===== src/rtl/sram_async_pkg.sv =====
package sram_async_pkg;

  typedef enum logic [2:0] {
    ST_IDLE   = 3'd0,
    ST_WSETUP = 3'd1,
    ST_WPULSE = 3'd2,
    ST_WHOLD  = 3'd3,
    ST_RACC   = 3'd4,
    ST_RTURN  = 3'd5
  } ctl_state_e;

  function automatic int unsigned ns_to_cyc(input int unsigned ns, input int unsigned period);
    return (ns + period - 1) / period;
  endfunction

  function automatic int unsigned max3(input int unsigned a, input int unsigned b,
                                       input int unsigned c);
    int unsigned m;
    m = (a > b) ? a : b;
    return (m > c) ? m : c;
  endfunction

endpackage


===== src/rtl/sram_async_fsm.sv =====
module sram_async_fsm
  import sram_async_pkg::*;
#(
  parameter int unsigned PULSE_CYC = 4,
  parameter int unsigned READ_CYC  = 6,
  parameter int unsigned TURN_CYC  = 2
) (
  input  logic       clk,
  input  logic       rst_n,
  input  logic       start,
  input  logic       start_write,
  output ctl_state_e state,
  output logic       capture,
  output logic       wr_end
);

  localparam int unsigned MAXC = max3(PULSE_CYC, READ_CYC, TURN_CYC);
  localparam int unsigned CW   = (MAXC < 2) ? 1 : $clog2(MAXC);

  ctl_state_e    st_q;
  logic [CW-1:0] cnt_q;
  logic          cnt_zero;

  assign cnt_zero = (cnt_q == '0);

  always_ff @(posedge clk) begin
    if (!rst_n) begin
      st_q  <= ST_IDLE;
      cnt_q <= '0;
    end else begin
      unique case (st_q)
        ST_IDLE: begin
          if (start) begin
            if (start_write) begin
              st_q <= ST_WSETUP;
            end else begin
              st_q  <= ST_RACC;
              cnt_q <= CW'(READ_CYC - 1);
            end
          end
        end
        ST_WSETUP: begin
          st_q  <= ST_WPULSE;
          cnt_q <= CW'(PULSE_CYC - 1);
        end
        ST_WPULSE: begin
          if (cnt_zero) st_q <= ST_WHOLD;
          else          cnt_q <= cnt_q - 1'b1;
        end
        ST_WHOLD: st_q <= ST_IDLE;
        ST_RACC: begin
          if (cnt_zero) begin
            st_q  <= ST_RTURN;
            cnt_q <= CW'(TURN_CYC - 1);
          end else begin
            cnt_q <= cnt_q - 1'b1;
          end
        end
        ST_RTURN: begin
          if (cnt_zero) st_q <= ST_IDLE;
          else          cnt_q <= cnt_q - 1'b1;
        end
        default: st_q <= ST_IDLE;
      endcase
    end
  end

  assign state   = st_q;
  assign capture = (st_q == ST_RACC) && cnt_zero;
  assign wr_end  = (st_q == ST_WPULSE) && cnt_zero;

endmodule


===== src/rtl/sram_async_lane.sv =====
module sram_async_lane (
  input  logic       clk,
  input  logic       rst_n,
  input  logic       load,
  input  logic       sel_in,
  input  logic [7:0] wbyte_in,
  input  logic       capture,
  input  logic       clear,
  input  logic       win,
  input  logic [7:0] rbyte_in,
  output logic       be_n,
  output logic [7:0] wbyte,
  output logic [7:0] rbyte
);

  logic       sel_q;
  logic [7:0] wbyte_q;
  logic [7:0] rbyte_q;

  always_ff @(posedge clk) begin
    if (!rst_n) begin
      sel_q   <= 1'b0;
      wbyte_q <= '0;
      rbyte_q <= '0;
    end else begin
      if (load) begin
        sel_q   <= sel_in;
        wbyte_q <= wbyte_in;
      end
      if (clear)        rbyte_q <= '0;
      else if (capture) rbyte_q <= sel_q ? rbyte_in : 8'h00;
    end
  end

  assign be_n  = !(win && sel_q);
  assign wbyte = wbyte_q;
  assign rbyte = rbyte_q;

endmodule


===== src/rtl/sram_async_ctl.sv =====
module sram_async_ctl
  import sram_async_pkg::*;
#(
  parameter int unsigned AW          = 19,
  parameter int unsigned LANES       = 2,
  parameter int unsigned CLK_NS      = 10,
  parameter int unsigned T_WP_NS     = 35,
  parameter int unsigned T_DW_NS     = 25,
  parameter int unsigned T_WC_NS     = 55,
  parameter int unsigned T_RC_NS     = 55,
  parameter int unsigned T_AA_NS     = 55,
  parameter int unsigned T_OE_NS     = 25,
  parameter int unsigned T_BUSOFF_NS = 20
) (
  input  logic               clk,
  input  logic               rst_n,
  input  logic               req_valid,
  output logic               req_ready,
  input  logic               req_write,
  input  logic [AW-1:0]      req_addr,
  input  logic [8*LANES-1:0] req_wdata,
  input  logic [LANES-1:0]   req_mask,
  output logic               rsp_valid,
  output logic [8*LANES-1:0] rsp_rdata,
  output logic [AW-1:0]      mem_addr,
  output logic               mem_cs_n,
  output logic               mem_we_n,
  output logic               mem_oe_n,
  output logic [LANES-1:0]   mem_be_n,
  output logic [8*LANES-1:0] mem_dq_o,
  output logic               mem_dq_oe,
  input  logic [8*LANES-1:0] mem_dq_i
);

  localparam int unsigned WC_CYC    = ns_to_cyc(T_WC_NS, CLK_NS);
  localparam int unsigned PULSE_CYC = max3(ns_to_cyc(T_WP_NS, CLK_NS),
                                           ns_to_cyc(T_DW_NS, CLK_NS),
                                           (WC_CYC > 3) ? WC_CYC - 2 : 1);
  localparam int unsigned READ_CYC  = max3(ns_to_cyc(T_AA_NS, CLK_NS),
                                           ns_to_cyc(T_OE_NS, CLK_NS),
                                           ns_to_cyc(T_RC_NS, CLK_NS));
  localparam int unsigned TURN_RAW  = ns_to_cyc(T_BUSOFF_NS, CLK_NS);
  localparam int unsigned TURN_CYC  = (TURN_RAW < 1) ? 1 : TURN_RAW;

  ctl_state_e    state;
  logic          capture;
  logic          wr_end;
  logic          accept;
  logic          is_nop;
  logic          done_q;
  logic          win;
  logic [AW-1:0] addr_q;

  assign is_nop    = (req_mask == '0);
  assign req_ready = (state == ST_IDLE) && !done_q;
  assign accept    = req_valid && req_ready;

  sram_async_fsm #(
    .PULSE_CYC(PULSE_CYC),
    .READ_CYC (READ_CYC),
    .TURN_CYC (TURN_CYC)
  ) u_fsm (
    .clk        (clk),
    .rst_n      (rst_n),
    .start      (accept && !is_nop),
    .start_write(req_write),
    .state      (state),
    .capture    (capture),
    .wr_end     (wr_end)
  );

  always_ff @(posedge clk) begin
    if (!rst_n) begin
      addr_q <= '0;
      done_q <= 1'b0;
    end else begin
      if (accept) addr_q <= req_addr;
      done_q <= capture || wr_end || (accept && is_nop);
    end
  end

  assign win = (state == ST_WSETUP) || (state == ST_WPULSE) ||
               (state == ST_WHOLD)  || (state == ST_RACC);

  for (genvar i = 0; i < LANES; i++) begin : g_lane
    sram_async_lane u_lane (
      .clk     (clk),
      .rst_n   (rst_n),
      .load    (accept),
      .sel_in  (req_mask[i]),
      .wbyte_in(req_wdata[8*i +: 8]),
      .capture (capture),
      .clear   (accept && is_nop),
      .win     (win),
      .rbyte_in(mem_dq_i[8*i +: 8]),
      .be_n    (mem_be_n[i]),
      .wbyte   (mem_dq_o[8*i +: 8]),
      .rbyte   (rsp_rdata[8*i +: 8])
    );
  end

  assign mem_addr  = addr_q;
  assign mem_cs_n  = !win;
  assign mem_we_n  = (state != ST_WPULSE);
  assign mem_oe_n  = (state != ST_RACC);
  assign mem_dq_oe = (state == ST_WPULSE) || (state == ST_WHOLD);
  assign rsp_valid = done_q;

endmodule


===== config.mk =====
export PLATFORM = sky130hd
export DESIGN_NAME = sram_async_ctl
export DESIGN_NICKNAME = d
export VERILOG_FILES = /design/src/rtl/sram_async_pkg.sv /design/src/rtl/sram_async_fsm.sv /design/src/rtl/sram_async_lane.sv /design/src/rtl/sram_async_ctl.sv
export SDC_FILE = /design/constraint.sdc
export NUM_CORES = 1
export LEC_CHECK = 0
export BUFFER_PORTS_ARGS = -buffer_cell sky130_fd_sc_hd__clkbuf_2
export CAP_MARGIN = 20
export CORE_UTILIZATION = 40
export DETAILED_ROUTE_END_ITERATION = 7
export PLACE_DENSITY = 0.74
export SLEW_MARGIN = 20
export SYNTH_ARGS = -nofsm -noshare
export SYNTH_HDL_FRONTEND = slang
export SYNTH_SLANG_ARGS = --single-unit
export TNS_END_PERCENT = 50

===== constraint.sdc =====
create_clock -name clk -period 1.4 [get_ports clk]
set_input_delay 0.07 -clock clk [delete_from_list [all_inputs] [get_ports clk]]
set_output_delay 0.07 -clock clk [all_outputs]
set_load 0.1 [all_outputs]

; ---- Word level (Yosys, flattened, before mapping)
; Index checks and enable logic that the tools add are counted.
[totals]
register_bits = 60
input_bits = 57
out_inout_bits = 59
word_cells = 65
[classes]
add_sub_neg = 1
eq_ne = 13
muxes = 13
n_bitwise = 1
n_reduce_logical = 27
[ops]
columns = operator, count
row1 = $mux 3, 9
row2 = $mux 8, 2
row3 = $pmux 3 s5, 1
row4 = $pmux 3 s4, 1
row5 = $logic_and 1x1->1, 8
row6 = $ne 2x1->1 const B, 4
row7 = $reduce_and 4->1, 2
row8 = $eq 3x2->1 const B, 2
row9 = $eq 3x3->1 const B, 2
row10 = $logic_not 3->1, 2
row11 = $logic_or 1x1->1, 6
row12 = $logic_not 1->1, 5
row13 = $ne 2x2->1 const B, 2
row14 = $reduce_bool 4->1, 1
row15 = $reduce_or 2->1, 2
row16 = $eq 3x1->1 const B, 1
row17 = $ne 3x2->1 const B, 1
row18 = $ne 3x3->1 const B, 1
row19 = $sub 3x1->3 const B, 1
row20 = $logic_not 2->1, 1
row21 = $not 1->1, 1

; ---- Logic depth before layout (Yosys ltp)
; Gate-level depths: netlist of run 1.
[logic_depth]
ltp_word = 6
mapped_depth = 8
mapped_depth_nobuf = 7

; ---- By module
; A second synthesis of run 1 with hierarchy kept.
[hier_totals]
hier_cells = 291
hier_area_um2 = 2698.8
[modules_own_cells]
columns = mod, n_inst, cells_per_inst, area_each_um2, seq_area_each_um2
row1 = sram_async_lane, 2, 65, 695.7, 340.3
row2 = sram_async_ctl, 1, 102, 829.5, 400.4
row3 = sram_async_fsm, 1, 59, 478.0, 120.1

; ---- Least setup slack after synthesis of run 1
; No wires, ideal clock.
[synth_path]
kind = register to register
start = register done_q, in the netlist rsp_valid
end = register g_lane[0].u_lane.rbyte_q[0]
setup_ns = 0.120
arrival_time_ns = 2.623
required_time_ns = 1.280
setup_slack_ns = -1.343
stages_incl_launch_ff = 7
n_path_buf = 1
period_less_slack_ns = 2.743
path_cell_list = dfxtp_1 -> nor4_4 -> nand2_1 -> or3_4 -> nand2_4 -> buf_6 -> a21oi_1
[synth_via]
elab_chain_len = 5
[synth_lines]
columns = item, line
row1 = start: declaration, sram_async_ctl.sv:50  ; logic done_q;
row2 = start signal: assignment, sram_async_ctl.sv:78  ; done_q <= capture || wr_end || (accept && is_nop);
row3 = $logic_not 1->1, sram_async_ctl.sv:55  ; assign req_ready = (state == ST_IDLE) && !done_q;
row4 = $logic_and 1x1->1, sram_async_ctl.sv:55
row5 = via req_ready, sram_async_ctl.sv:18  ; output logic req_ready,
row6 = $logic_and 1x1->1, sram_async_ctl.sv:56  ; assign accept = req_valid && req_ready;
row7 = $logic_and 1x1->1, sram_async_ctl.sv:93  ; .clear (accept && is_nop),
row8 = $reduce_or 2->1 (no line), --
row9 = end signal: assignment, sram_async_lane.sv:31  ; else if (capture) rbyte_q <= sel_q ? rbyte_in : 8'h00;
row10 = end: declaration, sram_async_lane.sv:18  ; logic [7:0] rbyte_q;
; The timed path passes the listed nets, and every way through them passes these cells.
; A chain may end at the register's enable or synchronous reset.

; ---- Worst setup path in the final report of run 1
[layout_path]
start = register u_fsm.cnt_q[0]
end = register g_lane[1].u_lane.rbyte_q[6]
[layout_via]
elab_chain_len = 2
[layout_lines]
columns = item, line
row1 = start: declaration, sram_async_fsm.sv:21  ; logic [CW-1:0] cnt_q;
row2 = start signal: assignment, sram_async_fsm.sv:38  ; cnt_q <= CW'(READ_CYC - 1);
row3 = start signal: assignment, sram_async_fsm.sv:44  ; cnt_q <= CW'(PULSE_CYC - 1);
row4 = start signal: assignment, sram_async_fsm.sv:48  ; else cnt_q <= cnt_q - 1'b1;
row5 = $logic_not 3->1, sram_async_fsm.sv:24  ; assign cnt_zero = (cnt_q == '0);
row6 = $logic_and 1x1->1, sram_async_fsm.sv:69  ; assign capture = (st_q == ST_RACC) && cnt_zero;
row7 = end signal: assignment, sram_async_lane.sv:31
row8 = end: declaration, sram_async_lane.sv:18
; Every way passes these cells.

==> flow_summary.yaml, run 1 <==
run_status:
  outcome: "finished, violations left"
  failed_checks: "setup timing"
setup_path:
  cp.required_ps: 1650
  path_class: "reg -> reg"
  worstSetupStartpointType: "register"
  crit_arrival_ps: 1850
  r2r_end: "g_lane[1].u_lane.rbyte[6]"
  r2r-start: "u_fsm.cnt_q[0]"
  ff2ff_path_depth: 7
  reg2reg_setup_slack_ps: -190
  cp-end-kind: "register"
  path_max_fanout: 8
global_routing:
  antenna_found_initial: 0
  grt_pass1_wl_um: 12570
  grt_start_max_net_pins: 38
  grt_pass1_vias: 2859
  gr-total-overflow: 0
  grtUsageTotal_pct: 25.86
synthesis:
  synth-seq-area-share_pct: 50.34
  synth_seq_cells: 60
  yosysTopAreaCellShare_pct: 50.34
  synth_area_leaders: "dfxtp_1 (50%), nand2_1 (15%), a21oi_1 (12%)"
  netlist_instances: 301
  synth-warning-count: 0
  syn_avg_cell_area_um2: 7.927
  synth_top_area_cell: "dfxtp_1"
  syn_nets: 360
  synth_cell_types: 33
  synthesis.area_um2: 2386
floorplanning:
  die_y_um: 79.24
  core_um2: 5642
  dieArea_um2: 6278
  ioPinCount: 116
  die_w_um: 79.24
  initial_utilization_pct: 42.29
  rows: 27
final_layout:
  final_design_area_no_fill_um2: 4528
  area_delta_synth_final_pct: 89.77
  drive_above_1_share_pct: 50.92
  layout.cells.most_common_list: "clkbuf_2 (108), nand2_1 (82), dfxtp_1 (54)"
  nNetsFinal: 545
  layout_commonest_cell: "clkbuf_2"
  stdcell_count: 563
  antennaDiodeCount: 0
clocking:
  cts.sinks: 60
  cts_tree: "done"
  clk_latency_ps: 330
  root_buffer: "clkbuf_8"
  cts_buffer_depth: 2
  cts_max_level: 3
  cts_buffers: 9
  cts.clk_slew.worst_paths_ps: 60
pwr:
  irDropWorstVdd_mv: 2.803
  p_int_mw: 6.113
  power_frac_seq_pct: 19.7
  pwr_density_cell_nw_per_um2: 2698
  pwr-share-clk_pct: 15.4
  power_switching_mw: 6.104
  finalPower_mw: 12.22
  switching_share_pct: 49.96
  p_leak_nw: 1.945
  power_frac_comb_pct: 64.9
placement:
  placedCellCount: 488
  gp_congestion: 0.8095
  placed_area_um2: 3258
  hpwl_um: 4450
  portBuffers: 115
route:
  route.detailed.drc: 0
  via_count: 2878
  first_pass_iters: 4
  drt-total-wl_um: 8711
  drtIter0Drc: 84
  via_per_inst: 5.112
  wl_per_cell_um: 15.47
  ant_nets: 0
job:
  maxCapViolations: 0
min_path:
  min_to: "g_lane[1].u_lane.sel_q"
  whs_path_depth: 3
  hold_path_class: "in -> reg"
  min-delay-start: "req_mask[1]"
timing:
  fin_skew_ps: 8.082
  finalSetupViolCount: 66
  whs_ps: 7.333
  worstMarginPinSlew_ps: 561.5
  fin_crit_ps: 1595
  rsz0062_at_grt: "true"
  maxSlewHeadroom_pct: 62.72
  hold_violations: 0
  final.period_utilization_pct: 113.9
  setup_ws_ps: -194.6
  clock.fmax_mhz: 627.1
  slew_violations: 0
  setup_tns_ps: -4557
==> stage by stage <==
step                      util, %  setup slack [ps]
after floorplan                 -             -1067
after global placement      57.75            -144.7
after detailed placement    57.75            -232.0
after CTS                   74.47            -164.2
after global routing        80.26            -241.8
final                       80.26            -194.6
==> metal layers <==
layer  GRT usage, %  share of wire (%)  vias to the layer above
met5              0                  0                        -
met4          15.45                3.7                        0
met3          4.483                5.1                       30
met2          48.62                 53                      138
met1          26.41                 38                     1336
li1               -                  -                     1374
==> logic make-up (layout without fill, tap and decap cells) <==
group	Yosys count	count (layout)	synth area share [%]
xor+xnor	3	3	1.101
fa+ha+maj	2	2	1.049
mux	2	2	0.8390
buf+inv	29	218	5.925
flops	60	60	50.34
compound gates	70	70	15.99
simple gates	135	136	24.75
==> layout make-up <==
type / instances / area, µm²
timing repair buffer: 197 / 1541
multi-input combinational: 213 / 1416
sequential: 60 / 1216
fill: 356 / 1114
clock buffer: 13 / 180.2
tap: 72 / 90.09
clock inverter: 3 / 65.06
inverter: 5 / 18.77
==> power by group through the flow <==
stage               Clock, mW  Sequential [mW]  Combinational, mW
floorplan                   0             4.09               2.52
global placement            0             2.36               6.10
detailed placement          0             2.37               6.18
CTS                      1.90             2.37               7.03
global route             1.99             2.44               8.24
finish                   1.88             2.41               7.93
==> sequential cells by signal (all words and copies together) (netlist names) <==
register / cells
mem_addr: 19
g_lane.u_lane.rbyte: 16
g_lane.u_lane.wbyte: 16
u_fsm.cnt_q: 3
u_fsm.state: 3
g_lane.u_lane.sel_q: 2
rsp_valid: 1
==> repair_timing <==
item	in CTS	in global routing
pin swaps	15	32
endpoints found under the hold margin	43	0
cloned	1	4
hold buffers	43	0
buffers inserted	9	3
resized for setup	48	55
setup endpoints to repair	33	65
==> critical path: stages, from the launching register on <==
cell and delay, ps:
dfxtp_2 340, inv_2 80, ha_4 130, nor2b_4 260
and3_4 270, clkbuf_16 160, nand3_2 110, a21oi_2 180
==> Yosys cell counts, drive strengths merged <==
library cell	number
a21oi	58
a221oi	1
a2bb2oi	2
a31oi	1
and2	1
and3	2
buf	12
clkbuf	12
clkinv	1
dfxtp	60
ha	2
inv	4
mux2i	2
nand2	96
nand2b	1
nand3	18
nor2	7
nor2b	2
nor3	4
nor3b	1
nor4	1
o21a	2
o21ai	4
o31ai	1
o32a	1
or3	1
or3b	1
xnor2	3
==> worst max-delay path by stage <==
stage / start / endpoint / slack (ps) / depth (start not counted)
finish: u_fsm.cnt_q[0] / g_lane[1].u_lane.rbyte[6] / -190 / 7
detailed placement: u_fsm.cnt_q[0] / u_fsm.cnt_q[2] / -230 / 7
global route: u_fsm.cnt_q[0] / g_lane[1].u_lane.rbyte[6] / -240 / 7
CTS: u_fsm.state[1] / mem_we_n / -160 / 4
global placement: u_fsm.cnt_q[0] / u_fsm.cnt_q[2] / -140 / 7
floorplan: rsp_valid / g_lane[0].u_lane.rbyte[0] / -1070 / 6
Power figures use the tool's default switching activity.
==> inputs of run 2 (changes only) <==
--- a/config.mk
+++ b/config.mk
@@ -5,7 +5,7 @@
 export SDC_FILE = /design/constraint.sdc
 export NUM_CORES = 1
 export LEC_CHECK = 0
-export BUFFER_PORTS_ARGS = -buffer_cell sky130_fd_sc_hd__clkbuf_2
+export BUFFER_PORTS_ARGS = -buffer_cell sky130_fd_sc_hd__buf_2
 export CAP_MARGIN = 20
 export CORE_UTILIZATION = 40
 export DETAILED_ROUTE_END_ITERATION = 7
==> run 2 against run 1 <==
Against the previous run: the flow still finishes with violations (setup timing); sequential share of layout area up 3.0 points; worst setup slack better by 35 ps; design area down 10%; total power down 9.9%; fmax up 2.3%; count of clock-buffer cells in the layout down 1; hold slack better by 7.6 ps; critical path type unchanged; critical endpoint is now u_fsm.state[0]; largest cell class unchanged; largest power group unchanged.
==> flow_summary.yaml, run 2 (same netlist as run 1, synthesis figures left out) <==
setup_path:
  path_max_fanout: 5
  cp-end-kind: "register"
  critPathLaunch: "u_fsm.cnt_q[0]"
  reg2reg_setup_slack_ps: -160
  ff2ff_path_depth: 9
  path_class: "reg -> reg"
  r2r-start: "u_fsm.cnt_q[0]"
  r2r_end: "u_fsm.state[0]"
  crit_arrival_ps: 1810
  cp.required_ps: 1650
  worstSetupStartpointType: "register"
floorplanning:
  die_y_um: 79.24
  die_w_um: 79.24
  core_um2: 5642
  dieArea_um2: 6278
  rows: 27
  initial_utilization_pct: 42.29
  ioPinCount: 116
route:
  via_count: 2664
  via_per_inst: 4.879
  drtIter0Drc: 115
  wl_per_cell_um: 13.60
  drt-total-wl_um: 7428
  route.detailed.drc: 0
  ant_nets: 0
  first_pass_iters: 4
timing:
  slew_violations: 0
  hold_violations: 0
  final.period_utilization_pct: 111.4
  setup_ws_ps: -159.1
  finalSetupViolCount: 26
  fin_crit_ps: 1559
  maxSlewHeadroom_pct: 66.93
  clock.fmax_mhz: 641.4
  fin_skew_ps: 11.60
  whs_ps: 14.91
  worstMarginPinSlew_ps: 499.4
  rsz0062_at_grt: "true"
clocking:
  clk_latency_ps: 320
  cts_max_level: 3
  cts_tree: "done"
  root_buffer: "clkbuf_8"
  cts.clk_slew.worst_paths_ps: 70
  cts_buffer_depth: 2
  cts_buffers: 9
  cts.sinks: 60
global_routing:
  grt_start_max_net_pins: 38
  grtUsageTotal_pct: 24.28
  gr-total-overflow: 0
  antenna_found_initial: 0
  grt_pass1_wl_um: 11800
  grt_pass1_vias: 2644
min_path:
  min_to: "g_lane[1].u_lane.sel_q"
  min-delay-start: "req_mask[1]"
  whs_path_depth: 3
  hold_path_class: "in -> reg"
job:
  maxCapViolations: 0
run_status:
  failed_checks: "setup timing"
  outcome: "finished, violations left"
pwr:
  pwr_density_cell_nw_per_um2: 2704
  p_leak_nw: 1.832
  irDropWorstVdd_mv: 2.318
final_layout:
  area_delta_synth_final_pct: 70.58
  largest_reg_flops: 19
  drive_above_1_share_pct: 41.56
  stdcell_count: 546
  nNetsFinal: 528
  final_util_pct: 72.14
  antennaDiodeCount: 0
  layout_commonest_cell: "buf_2"
  layout.cells.most_common_list: "buf_2 (108), nand2_1 (92), dfxtp_1 (54)"
placement:
  portBuffers: 115
  placedCellCount: 488
  gp_congestion: 0.8476
  hpwl_um: 4512
-- run 2: worst max path at each step --
stage | endpoint | slack (ps) | cells after the start
2_1_floorplan | g_lane[0].u_lane.rbyte[0] | -1070 | 6
3_3_place_gp | u_fsm.cnt_q[2] | -140 | 7
3_5_place_dp | u_fsm.cnt_q[0] | -280 | 8
4_1_cts | u_fsm.cnt_q[2] | -150 | 8
5_1_grt | u_fsm.cnt_q[2] | -230 | 8
6_report | u_fsm.state[0] | -160 | 9
-- run 2: power by group --
| part | switching, mW | total, mW | internal [mW] |
|---|---|---|---|
| Sequential | 0.281 | 2.38 | 2.10 |
| Combinational | 4.70 | 7.00 | 2.30 |
| Clock | 0.650 | 1.62 | 0.971 |
| Total | 5.63 | 11.0 | 5.37 |
-- run 2: what timing repair did --
action,CTS,global route
gates cloned,0,1
endpoints found under the setup margin,50,65
hold endpoints to repair,35,0
resized for setup,30,23
hold buffers,35,0
pin swaps,10,8
buffers inserted,3,5
-- run 2: layout make-up --
cell class	count	area, µm²
inverter	5	18.77
tap	72	90.09
sequential	60	1214
fill	445	1572
timing repair buffer	180	1324
clock inverter	4	45.04
multi-input combinational	213	1212
clock buffer	12	166.4
-- run 2: critical path, cell delays in order, from the launching register on --
cell and delay (ps):
dfxtp_2 350, inv_2 60, ha_4 150, nor2b_4 140, buf_4 140, buf_6 100
nand2b_4 140, a221oi_2 250, a21oi_1 60, nor2_1 100
-- run 2: routing by layer --
layer	share of wire [%]	wire length (µm)	track usage [%]	vias up
met5	0	0	0	-
met2	52	3881	43.79	100
li1	-	-	-	1331
met4	3.1	229	12.91	0
met3	4.6	338	5.172	20
met1	40	2978	26.36	1213
-- run 2: metrics by stage --
step / instance area (µm²) / total power [mW] / setup TNS, ps / setup slack (ps)
2_1_floorplan: 2392 / 6.610 / -54400 / -1067
3_3_place_gp: 3243 / 8.433 / -1818 / -141.1
3_5_place_dp: 3243 / 8.524 / -2849 / -282.7
4_1_cts: 3938 / 10.65 / -2554 / -145.6
5_1_grt: 4070 / 11.53 / -3994 / -233.5
6_report: 4070 / 11.01 / -2526 / -159.1
==> inputs of run 3 (changes only) <==
--- a/config.mk
+++ b/config.mk
@@ -9,7 +9,8 @@
 export CAP_MARGIN = 20
 export CORE_UTILIZATION = 40
 export DETAILED_ROUTE_END_ITERATION = 7
-export PLACE_DENSITY = 0.74
+export MAX_ROUTING_LAYER = met4
+export PLACE_DENSITY = 0.7
 export SLEW_MARGIN = 20
 export SYNTH_ARGS = -nofsm -noshare
 export SYNTH_HDL_FRONTEND = slang
==> run 3 against run 2 <==
Against the previous run: wire length grew 12%; worst setup slack gained 22 ps; largest cell class unchanged; total power grew 8.3%; clock power grew 20%; the run still ends with setup timing left; critical path depth shrank 2; via count grew 5.0%.
==> flow_summary.yaml, run 3 (same netlist as run 1, synthesis figures left out) <==
setup_path:
  cp-end-kind: "register"
  crit_family: "simple AND/OR/NAND/NOR gates"
  path_class: "reg -> reg"
  reg2reg_setup_slack_ps: -140
  crit_arrival_ps: 1800
  crit_buf_inv: 2
  worst_path_largest_cell_delay_ps: 320
  slowest_stage: "dfxtp_2"
  cp.required_ps: 1660
  worstSetupStartpointType: "register"
  cp_cell_sequence: "inv_2 > ha_4 > nor2b_4 > and3_1 > buf_12 > nand3_1 > a21oi_2"
  path_max_fanout: 16
  r2r-start: "u_fsm.cnt_q[1]"
  r2r_end: "g_lane[0].u_lane.rbyte[7]"
  ff2ff_path_depth: 7
timing:
  hold_violations: 0
  worstMarginPinSlew_ps: 506.8
  final.period_utilization_pct: 109.8
  slew_violations: 0
  clock.fmax_mhz: 650.6
  maxSlewHeadroom_pct: 66.44
  fin_crit_ps: 1537
  fin_skew_ps: 6.551
  setup_ws_ps: -137.0
  finalSetupViolCount: 62
  rsz0062_at_grt: "true"
  setup_tns_ps: -5955
final_layout:
  layout.cells.most_common_list: "buf_2 (108), nand2_1 (80), dfxtp_1 (54)"
  seq_area_um2: 1216
  largest_reg_flops: 19
  drive_above_1_share_pct: 50.73
  antennaDiodeCount: 0
  fillers: 337
  multiInputGateArea_um2: 1374
  final_util_pct: 77.47
  nNetsFinal: 533
  area_delta_synth_final_pct: 83.17
  layout_commonest_cell: "buf_2"
global_routing:
  grtUsageTotal_pct: 25.80
  grt_start_max_net_pins: 38
  grt_pass1_vias: 2656
  gr-total-overflow: 0
  grt_pass1_wl_um: 12080
  antenna_found_initial: 0
min_path:
  min_to: "g_lane[0].u_lane.rbyte[2]"
  hold_path_class: "in -> reg"
  whs_path_depth: 3
  min-delay-start: "mem_dq_i[2]"
floorplanning:
  initial_utilization_pct: 42.29
  rows: 27
  core_um2: 5642
  dieArea_um2: 6278
  die_w_um: 79.24
  die_y_um: 79.24
  ioPinCount: 116
clocking:
  cts_buffers: 9
  cts.sinks: 60
  clk_latency_ps: 330
  cts_buffer_depth: 2
  cts_tree: "done"
  cts.clk_slew.worst_paths_ps: 70
  cts_max_level: 3
  root_buffer: "clkbuf_8"
route:
  drt-total-wl_um: 8311
  ant_nets: 0
  first_pass_iters: 4
  via_per_inst: 5.076
  route.detailed.drc: 0
  via_count: 2797
  drtIter0Drc: 75
  wl_per_cell_um: 15.08
run_status:
  outcome: "finished, violations left"
  failed_checks: "setup timing"
placement:
  gp_congestion: 0.8725
  hpwl_um: 4256
  portBuffers: 115
pwr:
  pwr_density_cell_nw_per_um2: 2727
  irDropWorstVdd_mv: 2.213
  finalPower_mw: 11.92
  p_leak_nw: 1.925
job:
  maxCapViolations: 0
[run 3: area by class of cell]
| type | instances | share of cell area, % |
|---|---|---|
| sequential | 60 | 27.83 |
| inverter | 5 | 0.4294 |
| clock buffer | 12 | 3.550 |
| clock inverter | 4 | 2.176 |
| multi-input combinational | 213 | 31.43 |
| tap | 72 | 2.061 |
| timing repair buffer | 185 | 32.52 |
[run 3: worst max path at each step]
stage / from / endpoint / slack, ps / depth (start not counted)
after global routing: u_fsm.state[0] / g_lane[1].u_lane.wbyte[5] / -190 / 6
after global placement: u_fsm.cnt_q[0] / u_fsm.cnt_q[2] / -160 / 7
after floorplan: rsp_valid / g_lane[0].u_lane.rbyte[0] / -1070 / 6
after detailed placement: u_fsm.cnt_q[0] / u_fsm.cnt_q[2] / -240 / 7
final: u_fsm.cnt_q[1] / g_lane[0].u_lane.rbyte[7] / -140 / 7
after CTS: u_fsm.state[1] / mem_be_n[0] / -130 / 5
[run 3: where the power goes]
part           internal [mW]  total, mW  switching (mW)
logic                   2.58       7.59            5.01
clock network           1.28       1.95           0.671
registers               2.10       2.38           0.280
total                   5.96       11.9            5.96
[run 3: metrics by stage]
step                instance area [µm²]  worst slack, ps  std cells  hold WS [ps]
floorplan                          2392            -1067        301         206.0
global placement                   3201           -159.8        484         309.6
detailed placement                 3201           -238.6        484         314.9
CTS                                4130           -133.9        548        0.7463
global route                       4370           -189.6        551         12.20
finish                             4370           -137.0        551         13.98
[run 3: worst min-delay path: cells and delay by family]
family / cells / cell delay [ps]
buffers and inverters: 1 / 90
AOI/OAI and AO/OA: 1 / 50
and+or+nand+nor: 1 / 90
[run 3: what timing repair did]
item | 4_1_cts | 5_1_grt
gates resized for setup | 52 | 48
setup endpoints to repair | 65 | 65
endpoints found under the hold margin | 37 | 0
pin swaps | 11 | 11
setup buffers | 12 | 0
hold buffers | 37 | 0
cloned | 3 | 3
[run 3: layer usage]
layer / vias to the layer above / share of wire (%) / GRT usage, %
li1: 1349 / - / -
met1: 1319 / 40 / 26.42
met2: 111 / 52 / 46.12
met3: 18 / 5.6 / 5.977
met4: 0 / 2.1 / 12.73
met5: - / 0 / -
